===== config.mk =====
export PLATFORM = sky130hd
export DESIGN_NAME = ipr_top
export DESIGN_NICKNAME = d
export VERILOG_FILES = /design/src/rtl/ipr_pkg.sv /design/src/rtl/ipr_src_regs.sv /design/src/rtl/ipr_prio_enc.sv /design/src/rtl/ipr_host_port.sv /design/src/rtl/ipr_top.sv
export SDC_FILE = /design/constraint.sdc
export NUM_CORES = 1
export LEC_CHECK = 0
export BUFFER_PORTS_ARGS = -buffer_cell sky130_fd_sc_hd__buf_4
export CELL_PAD_IN_SITES_DETAIL_PLACEMENT = 2
export CELL_PAD_IN_SITES_GLOBAL_PLACEMENT = 2
export CORE_ASPECT_RATIO = 0.5
export CORE_MARGIN = 5
export CORE_UTILIZATION = 32
export CTS_BUF_LIST = sky130_fd_sc_hd__clkbuf_16
export CTS_CLUSTER_SIZE = 25
export DETAILED_ROUTE_END_ITERATION = 12
export GPL_TIMING_DRIVEN = 0
export PLACE_DENSITY_LB_ADDON = 0.1
export SLEW_MARGIN = 20
export SYNTH_ARGS = -nofsm -noshare
export SYNTH_HDL_FRONTEND = slang
export SYNTH_HIERARCHICAL = 1
export SYNTH_SLANG_ARGS = --single-unit

===== constraint.sdc =====
create_clock -name clk -period 2.1 [get_ports clk]
set_clock_uncertainty 0.05 [all_clocks]
set_input_delay 0.315 -clock clk [delete_from_list [all_inputs] [get_ports clk]]
set_output_delay 0.315 -clock clk [all_outputs]
set_load 0.01 [all_outputs]

===== src/rtl/ipr_pkg.sv =====
package ipr_pkg;
  // number of block-level sources and width of the encoded code
  localparam int NSRC   = 6;
  localparam int CODE_W = 3;

  // source positions, highest priority first
  localparam int SRC_TIMER = 0;
  localparam int SRC_TXM   = 1;
  localparam int SRC_RXM   = 2;
  localparam int SRC_RXF   = 3;
  localparam int SRC_TXF   = 4;
  localparam int SRC_MODEM = 5;

  // interrupt register field positions
  localparam int PEND_BIT = 0;
  localparam int CODE_LSB = 1;
  localparam int BANK_LSB = 5;

  // code reported for the source at priority position idx
  function automatic logic [CODE_W-1:0] src_code(input int idx);
    return CODE_W'(NSRC - 1 - idx);
  endfunction
endpackage


===== src/rtl/ipr_src_regs.sv =====
module ipr_src_regs
  import ipr_pkg::*;
(
  input  logic            clk,
  input  logic            rst_n,
  input  logic [NSRC-1:0] req_i,
  input  logic            en_we_i,
  input  logic [NSRC-1:0] en_wdata_i,
  output logic [NSRC-1:0] status_o,
  output logic [NSRC-1:0] enable_o,
  output logic [NSRC-1:0] masked_o
);
  // raw status: a plain sample of the requests, never masked
  always_ff @(posedge clk or negedge rst_n) begin
    if (!rst_n) status_o <= '0;
    else        status_o <= req_i;
  end

  always_ff @(posedge clk or negedge rst_n) begin
    if (!rst_n)       enable_o <= '0;
    else if (en_we_i) enable_o <= en_wdata_i;
  end

  // the mask reaches only the encoded path
  assign masked_o = status_o & enable_o;
endmodule


===== src/rtl/ipr_prio_enc.sv =====
module ipr_prio_enc
  import ipr_pkg::*;
(
  input  logic [NSRC-1:0]   masked_i,
  output logic [CODE_W-1:0] code_o,
  output logic              pend_n_o
);
  // blocked[i]: some higher-priority (lower index) source is pending
  logic [NSRC-1:0]   blocked;
  logic [NSRC-1:0]   grant;
  logic [CODE_W-1:0] code_term [NSRC];

  assign blocked[0] = 1'b0;
  for (genvar i = 1; i < NSRC; i++) begin : g_chain
    assign blocked[i] = blocked[i-1] | masked_i[i-1];
  end

  for (genvar i = 0; i < NSRC; i++) begin : g_grant
    assign grant[i]     = masked_i[i] & ~blocked[i];
    assign code_term[i] = grant[i] ? src_code(i) : '0;
  end

  always_comb begin
    code_o = '0;
    for (int i = 0; i < NSRC; i++) code_o = code_o | code_term[i];
  end

  assign pend_n_o = ~(|masked_i);
endmodule


===== src/rtl/ipr_host_port.sv =====
module ipr_host_port
  import ipr_pkg::*;
#(
  parameter int ADDR_W    = 3,
  parameter int DATA_W    = 8,
  parameter int NBANK     = 4,
  parameter int ADDR_STAT = 0,
  parameter int ADDR_EN   = 1,
  parameter int ADDR_IRQ  = 2,
  localparam int BANK_W   = $clog2(NBANK)
) (
  input  logic              clk,
  input  logic              rst_n,
  input  logic [ADDR_W-1:0] addr_i,
  input  logic [DATA_W-1:0] wdata_i,
  input  logic              wr_en_i,
  input  logic              rd_en_i,
  input  logic [NSRC-1:0]   status_i,
  input  logic [NSRC-1:0]   enable_i,
  input  logic [CODE_W-1:0] code_i,
  input  logic              pend_n_i,
  output logic [DATA_W-1:0] rd_data_o,
  output logic              rd_valid_o,
  output logic [BANK_W-1:0] bank_o,
  output logic              en_we_o,
  output logic [NSRC-1:0]   en_wdata_o
);
  logic              home_bank;
  logic              hit_stat, hit_en, hit_irq;
  logic [DATA_W-1:0] irq_word, rd_mux;
  logic              unused_wdata;

  assign home_bank = (bank_o == '0);
  assign hit_stat  = home_bank && (addr_i == ADDR_W'(ADDR_STAT));
  assign hit_en    = home_bank && (addr_i == ADDR_W'(ADDR_EN));
  assign hit_irq   = (addr_i == ADDR_W'(ADDR_IRQ));

  assign en_we_o    = wr_en_i && hit_en;
  assign en_wdata_o = wdata_i[NSRC-1:0];
  assign unused_wdata = ^wdata_i;

  // bank pointer: the only writable field of the interrupt register
  always_ff @(posedge clk or negedge rst_n) begin
    if (!rst_n)                 bank_o <= '0;
    else if (wr_en_i && hit_irq) bank_o <= wdata_i[BANK_LSB +: BANK_W];
  end

  always_comb begin
    irq_word                           = '0;
    irq_word[PEND_BIT]                 = pend_n_i;
    irq_word[CODE_LSB +: CODE_W]       = code_i;
    irq_word[BANK_LSB +: BANK_W]       = bank_o;
  end

  always_comb begin
    rd_mux = '0;
    if (hit_irq)       rd_mux = irq_word;
    else if (hit_stat) rd_mux[NSRC-1:0] = status_i;
    else if (hit_en)   rd_mux[NSRC-1:0] = enable_i;
  end

  always_ff @(posedge clk or negedge rst_n) begin
    if (!rst_n) begin
      rd_data_o  <= '0;
      rd_valid_o <= 1'b0;
    end else begin
      rd_valid_o <= rd_en_i;
      if (rd_en_i) rd_data_o <= rd_mux;
    end
  end
endmodule


===== src/rtl/ipr_top.sv =====
module ipr_top
  import ipr_pkg::*;
#(
  parameter int ADDR_W    = 3,
  parameter int DATA_W    = 8,
  parameter int NBANK     = 4,
  parameter int ADDR_STAT = 0,
  parameter int ADDR_EN   = 1,
  parameter int ADDR_IRQ  = 2
) (
  input  logic              clk,
  input  logic              rst_n,
  input  logic [5:0]        req_i,
  input  logic [ADDR_W-1:0] addr_i,
  input  logic [DATA_W-1:0] wdata_i,
  input  logic              wr_en_i,
  input  logic              rd_en_i,
  output logic [DATA_W-1:0] rd_data_o,
  output logic              rd_valid_o,
  output logic              irq_o
);
  localparam int BANK_W = $clog2(NBANK);

  logic [NSRC-1:0]   status, enable, masked, en_wdata;
  logic              en_we, pend_n;
  logic [CODE_W-1:0] code;
  logic [BANK_W-1:0] bank;

  ipr_src_regs u_src (
    .clk        (clk),
    .rst_n      (rst_n),
    .req_i      (req_i),
    .en_we_i    (en_we),
    .en_wdata_i (en_wdata),
    .status_o   (status),
    .enable_o   (enable),
    .masked_o   (masked)
  );

  ipr_prio_enc u_enc (
    .masked_i (masked),
    .code_o   (code),
    .pend_n_o (pend_n)
  );

  ipr_host_port #(
    .ADDR_W(ADDR_W), .DATA_W(DATA_W), .NBANK(NBANK),
    .ADDR_STAT(ADDR_STAT), .ADDR_EN(ADDR_EN), .ADDR_IRQ(ADDR_IRQ)
  ) u_host (
    .clk        (clk),
    .rst_n      (rst_n),
    .addr_i     (addr_i),
    .wdata_i    (wdata_i),
    .wr_en_i    (wr_en_i),
    .rd_en_i    (rd_en_i),
    .status_i   (status),
    .enable_i   (enable),
    .code_i     (code),
    .pend_n_i   (pend_n),
    .rd_data_o  (rd_data_o),
    .rd_valid_o (rd_valid_o),
    .bank_o     (bank),
    .en_we_o    (en_we),
    .en_wdata_o (en_wdata)
  );

  // pin follows the pending flag with no register stage
  assign irq_o = ~pend_n;
endmodule


Word-level counts from Yosys, hierarchy flattened
Cells that the tools add are included.

cells by class
  equal/unequal tests = 2
  mux-type cells = 9
  bitwise logic cells = 17
  reduce and logical (&&, ||, !) cells = 7

operators with widths
  kind                                                  number
  2-to-1 mux 6 bit                                      3
  OR 3 bit                                              3
  AND 6 bit                                             1
  2-to-1 mux 3 bit                                      2
  OR reduction 6 bit                                    1
  NOT 1 bit                                             5
  AND 1 bit                                             4
  logical AND 1 bit                                     4
  2-to-1 mux 2 bit                                      2
  equality test 3 x 1 -> 1 bit (second input constant)  1
  equality test 3 x 2 -> 1 bit (second input constant)  1
  logical NOT 3 bit                                     1
  OR 1 bit                                              3
  OR 3 x 2 -> 3 bit                                     1
  logical NOT 2 bit                                     1
  2-to-1 mux 1 bit                                      2

storage, ports and cells
  bits in registers = 23
  input bits = 21
  output and inout port bits = 10
  logic and storage cells = 40

Depth between registers and ports, before layout
  depth in word-level cells = 9
  gate-level depth with buffers = 6
  depth with buffers taken out = 6

Hierarchy
Netlist, hierarchy kept.

by module, submodules not included
  module         times used  cells each  area an instance (µm²)  sequential area each (µm²)
  ipr_host_port  1           64          628.1                   250.2
  ipr_src_regs   1           25          439.2                   300.3
  ipr_prio_enc   1           7           57.6                    0.0
  ipr_top        1           1           3.8                     0.0

Least setup slack after synthesis
OpenSTA, ideal clock, no wires.

  path kind = register -> register
  from = reg u_host.bank_o[1]
  to = reg u_src.enable_o[0]
  setup time = 125 ps
  data arrival time = 1412 ps
  data required time = 1925 ps
  path slack = 513 ps
  stages on the path, launching flop included = 5
  path buffers = 1
  period minus slack after synthesis = 1587 ps
  path through = dfrtp_1 nor4b_4 and3b_1 buf_6 mux2_4

between the ends
  longest elaborated chain between the ends = 3

RTL lines
  element                 line                 RTL
  start, declared         ipr_host_port.sv:24  output logic [BANK_W-1:0] bank_o,
  start signal, assigned  ipr_host_port.sv:45  else if (wr_en_i && hit_irq) bank_o <= wdata_i[BANK_LSB +: BANK_W];
  logical NOT 2 bit       ipr_host_port.sv:33  assign home_bank = (bank_o == '0);
  logical AND 1 bit       ipr_host_port.sv:35  assign hit_en = home_bank && (addr_i == ADDR_W'(ADDR_EN));
  logical AND 1 bit       ipr_host_port.sv:38  assign en_we_o = wr_en_i && hit_en;
  named net en_we         ipr_top.sv:25        logic en_we, pend_n;
  end signal, assigned    ipr_src_regs.sv:21   else if (en_we_i) enable_o <= en_wdata_i;
  end, declared           ipr_src_regs.sv:10   output logic [NSRC-1:0] enable_o,

The timed path passes the listed nets, and every way through them passes these cells.
A chain may end at the register's enable or synchronous reset.

Final worst setup path
  from = reg u_src.enable_o[1]
  to = out irq_o

between the ends
  longest elaborated chain between the ends = 2

RTL lines
  element              line                RTL
  AND 6 bit            ipr_src_regs.sv:25  assign masked_o = status_o & enable_o;
  named net masked[1]  ipr_top.sv:24       logic [NSRC-1:0] status, enable, masked, en_wdata;
  OR reduction 6 bit   ipr_prio_enc.sv:28  assign pend_n_o = ~(|masked_i);
  end, declared        ipr_top.sv:20       output logic irq_o

The timed path passes the listed nets, and every way through them passes these cells.

==> report_table.html <==
<table>
<tr><th>Metric</th><th>Value</th></tr>
<tr><th colspan="2">Status</th></tr>
<tr><td>Run status</td><td>finished clean</td></tr>
<tr><th colspan="2">Routing</th></tr>
<tr><td>Routed Antenna Nets</td><td>0</td></tr>
<tr><td>Via count</td><td>799</td></tr>
<tr><td>Routed via count divided by cell count</td><td>4.54</td></tr>
<tr><td>Per-cell routed wire length</td><td>16.2 microns</td></tr>
<tr><td>Initial drt markers</td><td>33</td></tr>
<tr><td>1st-pass router iterations</td><td>4</td></tr>
<tr><td>Routed wire length</td><td>2860 microns</td></tr>
<tr><td>DRC violation count after routing</td><td>0</td></tr>
<tr><th colspan="2">Global route</th></tr>
<tr><td>All-layer global routing usage</td><td>13.3%</td></tr>
<tr><td>Via count of the first global-routing pass</td><td>878</td></tr>
<tr><td>First-pass GRT wire length</td><td>4860 microns</td></tr>
<tr><td>Largest net degree at the start of global routing</td><td>23</td></tr>
<tr><td>Total global routing overflow</td><td>0</td></tr>
<tr><td>Number of antenna violations at the first check in global routing</td><td>0</td></tr>
<tr><th colspan="2">Worst setup path</th></tr>
<tr><td>Critical Path, Cell by Cell</td><td>and2_1 -&gt; or2_4 -&gt; nor4b_4 -&gt; inv_1 -&gt; buf_4</td></tr>
<tr><td>Highest net fanout along the worst path</td><td>3</td></tr>
<tr><td>Crit path largest cell delay</td><td>0.41 ns</td></tr>
<tr><td>Data arrival at the endpoint of the critical path</td><td>1.62 ns</td></tr>
<tr><td>Worst path required time</td><td>1.74 ns</td></tr>
<tr><td>Type of the worst setup path</td><td>reg -&gt; out</td></tr>
<tr><td>Slowest CP cell</td><td>dfrtp_1</td></tr>
<tr><td>Worst Setup Start Kind</td><td>register</td></tr>
<tr><td>CP endpoint kind</td><td>output pin</td></tr>
<tr><th colspan="2">Cells and area</th></tr>
<tr><td>Final standard cell area without fillers</td><td>1480 sq um</td></tr>
<tr><td>Most common library cell in the layout ignoring fill and taps</td><td>buf_4</td></tr>
<tr><td>Final cell count without fillers</td><td>176</td></tr>
<tr><td>Number of nets at the end of the flow</td><td>147</td></tr>
<tr><td>P&amp;R area growth vs syn</td><td>31.2%</td></tr>
<tr><td>N_diodes</td><td>0</td></tr>
<tr><td>Layout cells sized above 1</td><td>36.8%</td></tr>
<tr><td>Commonest cells after routing, fill and taps aside</td><td>30 x buf_4, 22 x dfrtp_1, 6 x and2_1, 6 x mux2_4, 5 x nor2b_1</td></tr>
<tr><td>Fraction of the core area covered by cells at the end of the flow</td><td>43.3%</td></tr>
<tr><th colspan="2">Place</th></tr>
<tr><td>Dpl cells</td><td>171</td></tr>
<tr><td>Placed cell area</td><td>1370 sq um</td></tr>
<tr><td>DP Wirelength</td><td>2240 microns</td></tr>
<tr><td>Number of buffers added on ports</td><td>23</td></tr>
<tr><td>Routability Congestion</td><td>0.772</td></tr>
<tr><th colspan="2">Clocking</th></tr>
<tr><td>CTS-repair resized insts</td><td>0</td></tr>
<tr><td>Clk slew on worst S/H paths</td><td>0.06 ns</td></tr>
<tr><td>Clk root buf</td><td>clkbuf_16</td></tr>
<tr><td>Clock sink total</td><td>22</td></tr>
<tr><td>Number of setup buffers added after CTS</td><td>0</td></tr>
<tr><td>Count of hold-fix buffers inserted at cts</td><td>1</td></tr>
<tr><td>H-tree lvl count</td><td>1</td></tr>
<tr><td>CTS buffer count</td><td>3</td></tr>
<tr><td>Deepest clock path buffer count</td><td>2</td></tr>
<tr><td>Clk_lat worst skew</td><td>0.25 ns</td></tr>
<tr><td>CTS tree</td><td>yes</td></tr>
<tr><th colspan="2">Floorplanning</th></tr>
<tr><td>Top-level port count</td><td>31</td></tr>
<tr><td>Total die area</td><td>4890 sq um</td></tr>
<tr><td>Site row count</td><td>15</td></tr>
<tr><td>Die X</td><td>94.0 microns</td></tr>
<tr><td>Floorplan Core Area</td><td>3420 sq um</td></tr>
<tr><td>Initial core utilization</td><td>33.0%</td></tr>
<tr><td>Chip height</td><td>52.0 microns</td></tr>
<tr><th colspan="2">Synthesis</th></tr>
<tr><td>Synth Net Count</td><td>118</td></tr>
<tr><td>FFs w/ async S/R, synth</td><td>100%</td></tr>
<tr><td>Library cells used by synthesis</td><td>32</td></tr>
<tr><td>Number of synthesis warnings</td><td>6</td></tr>
<tr><td>Number of synthesized register bits</td><td>22</td></tr>
<tr><td>Synthesized instance count</td><td>97</td></tr>
<tr><td>Proportion of synthesized chip area in sequential cells</td><td>48.8%</td></tr>
<tr><td>Number of synthesized flops with an enable pin</td><td>0</td></tr>
<tr><td>Synthesized area</td><td>1130 sq um</td></tr>
<tr><td>Main flop type after synthesis</td><td>dfrtp_1</td></tr>
<tr><td>Average footprint of a synthesized cell</td><td>11.6 sq um</td></tr>
<tr><th colspan="2">Timing</th></tr>
<tr><td>Count of endpoints failing setup in the final report</td><td>0</td></tr>
<tr><td>Final hold vios</td><td>0</td></tr>
<tr><td>Tightest Pin Transition</td><td>0.647 ns</td></tr>
<tr><td>Setup repair after global routing missed its margin</td><td>false</td></tr>
<tr><td>Fmax</td><td>0.504 GHz</td></tr>
<tr><td>Final setup TNS</td><td>0 ns</td></tr>
<tr><td>Post-route fraction of the period consumed by the critical path</td><td>94.4%</td></tr>
<tr><td>Fin crit period</td><td>1.98 ns</td></tr>
<tr><td>Max transition margin</td><td>56.5%</td></tr>
<tr><td>Number of slew-limit violations in the final report</td><td>0</td></tr>
<tr><th colspan="2">Power</th></tr>
<tr><td>PnR Total Power</td><td>0.00144 W</td></tr>
<tr><td>Power density over the cells</td><td>974 nW/um^2</td></tr>
<tr><td>Leak pwr</td><td>0.664 nW</td></tr>
<tr><td>Maximum VDD drop</td><td>0.324 mV</td></tr>
<tr><th colspan="2">Min path</th></tr>
<tr><td>Tightest Hold Check Type</td><td>in -&gt; reg</td></tr>
<tr><th colspan="2">Job</th></tr>
<tr><td>Maximum Capacitance Violations</td><td>0</td></tr>
</table>
[power by group]
group	internal, W	switching [W]	total, W
logic	0.000203	0.000138	0.000341
clock network	0.000378	0.000153	0.000532
registers	0.000498	0.0000712	0.000570
[layer usage]
metal	wire [microns]	global-route usage [%]
met5	0	0
met4	0	2.88
met3	126	3.76
met2	1160	18.9
met1	1570	19.7
[per-stage QoR]
stage,setup WS [ns],hold slack [ns]
finish,0.118,0.114
global route,0.0282,0.103
CTS,0.102,0.110
detailed placement,0.298,0.172
global placement,0.324,0.173
floorplan,0.513,-0.0306
[layout make-up]
cell class / count / area, sq um
buffer: 9 / 67.6
clock buffer: 3 / 75.1
clock inverter: 1 / 30.0
fill: 387 / 1940
inverter: 4 / 15.0
multi-input combinational: 62 / 495
sequential: 22 / 551
tap: 51 / 63.8
timing repair buffer: 24 / 183
[final timing paths]
path	startpoint	endpoint	slack, ns	cells after the start
max	u_src/enable_o[1]	irq_o	0.12	5
min	req_i[0]	u_src/status_o[0]	0.11	1
max reg2reg	u_host/bank_o[1]	u_src/enable_o[2]	0.31	4
min reg2reg	u_host/rd_data_o[6]	u_host/rd_data_o[6]	0.46	2
max in group asynchronous	rst_n	u_src/status_o[5]	1.33	2
min in group asynchronous	rst_n	u_host/rd_valid_o	0.45	2
[Yosys cell counts, drive strengths merged, types with 2 or more instances]
master   n  area share [%]
buf      8             5.7
a31oi    3             1.7
nor3     2            0.89
a22oi    2             1.3
mux2     9              11
and2     6             3.3
inv      4             1.3
nor4b    2             4.2
nand4    2             1.1
a21oi    2            0.89
nand3    4             1.8
and3b    2             1.6
o21ai    5             2.2
a41oi    2             1.6
nor2     4             1.3
nand2b   2             1.1
nor3b    2             1.3
dfrtp   22              49
nor2b    6             3.5
[registers in the layout, summed over array words and instances (netlist names)]
register and cells:
u_host/rd_data_o 7, u_src/enable_o 6, u_src/status_o 6, u_host/bank_o 2, u_host/rd_valid_o 1
[cells by family (layout without fill, tap and decap cells)]
family | count (synthesis) | count (layout) | synth area share [%]
buffers and inverters | 13 | 41 | 7.32
AO/OA/AOI/OAI | 16 | 16 | 9.09
AND/OR/NAND/NOR | 36 | 36 | 23.5
multiplexers | 9 | 9 | 11.0
flip-flops | 22 | 22 | 48.8
other | 1 | 1 | 0.332
[critical path: cells and delay by family, from the launching register on]
kind                   cells  cell delay [ns]
AND/OR/NAND/NOR            3             0.74
buffers and inverters      2             0.22
flip-flops                 1             0.41
Power figures use the tool's default switching activity.
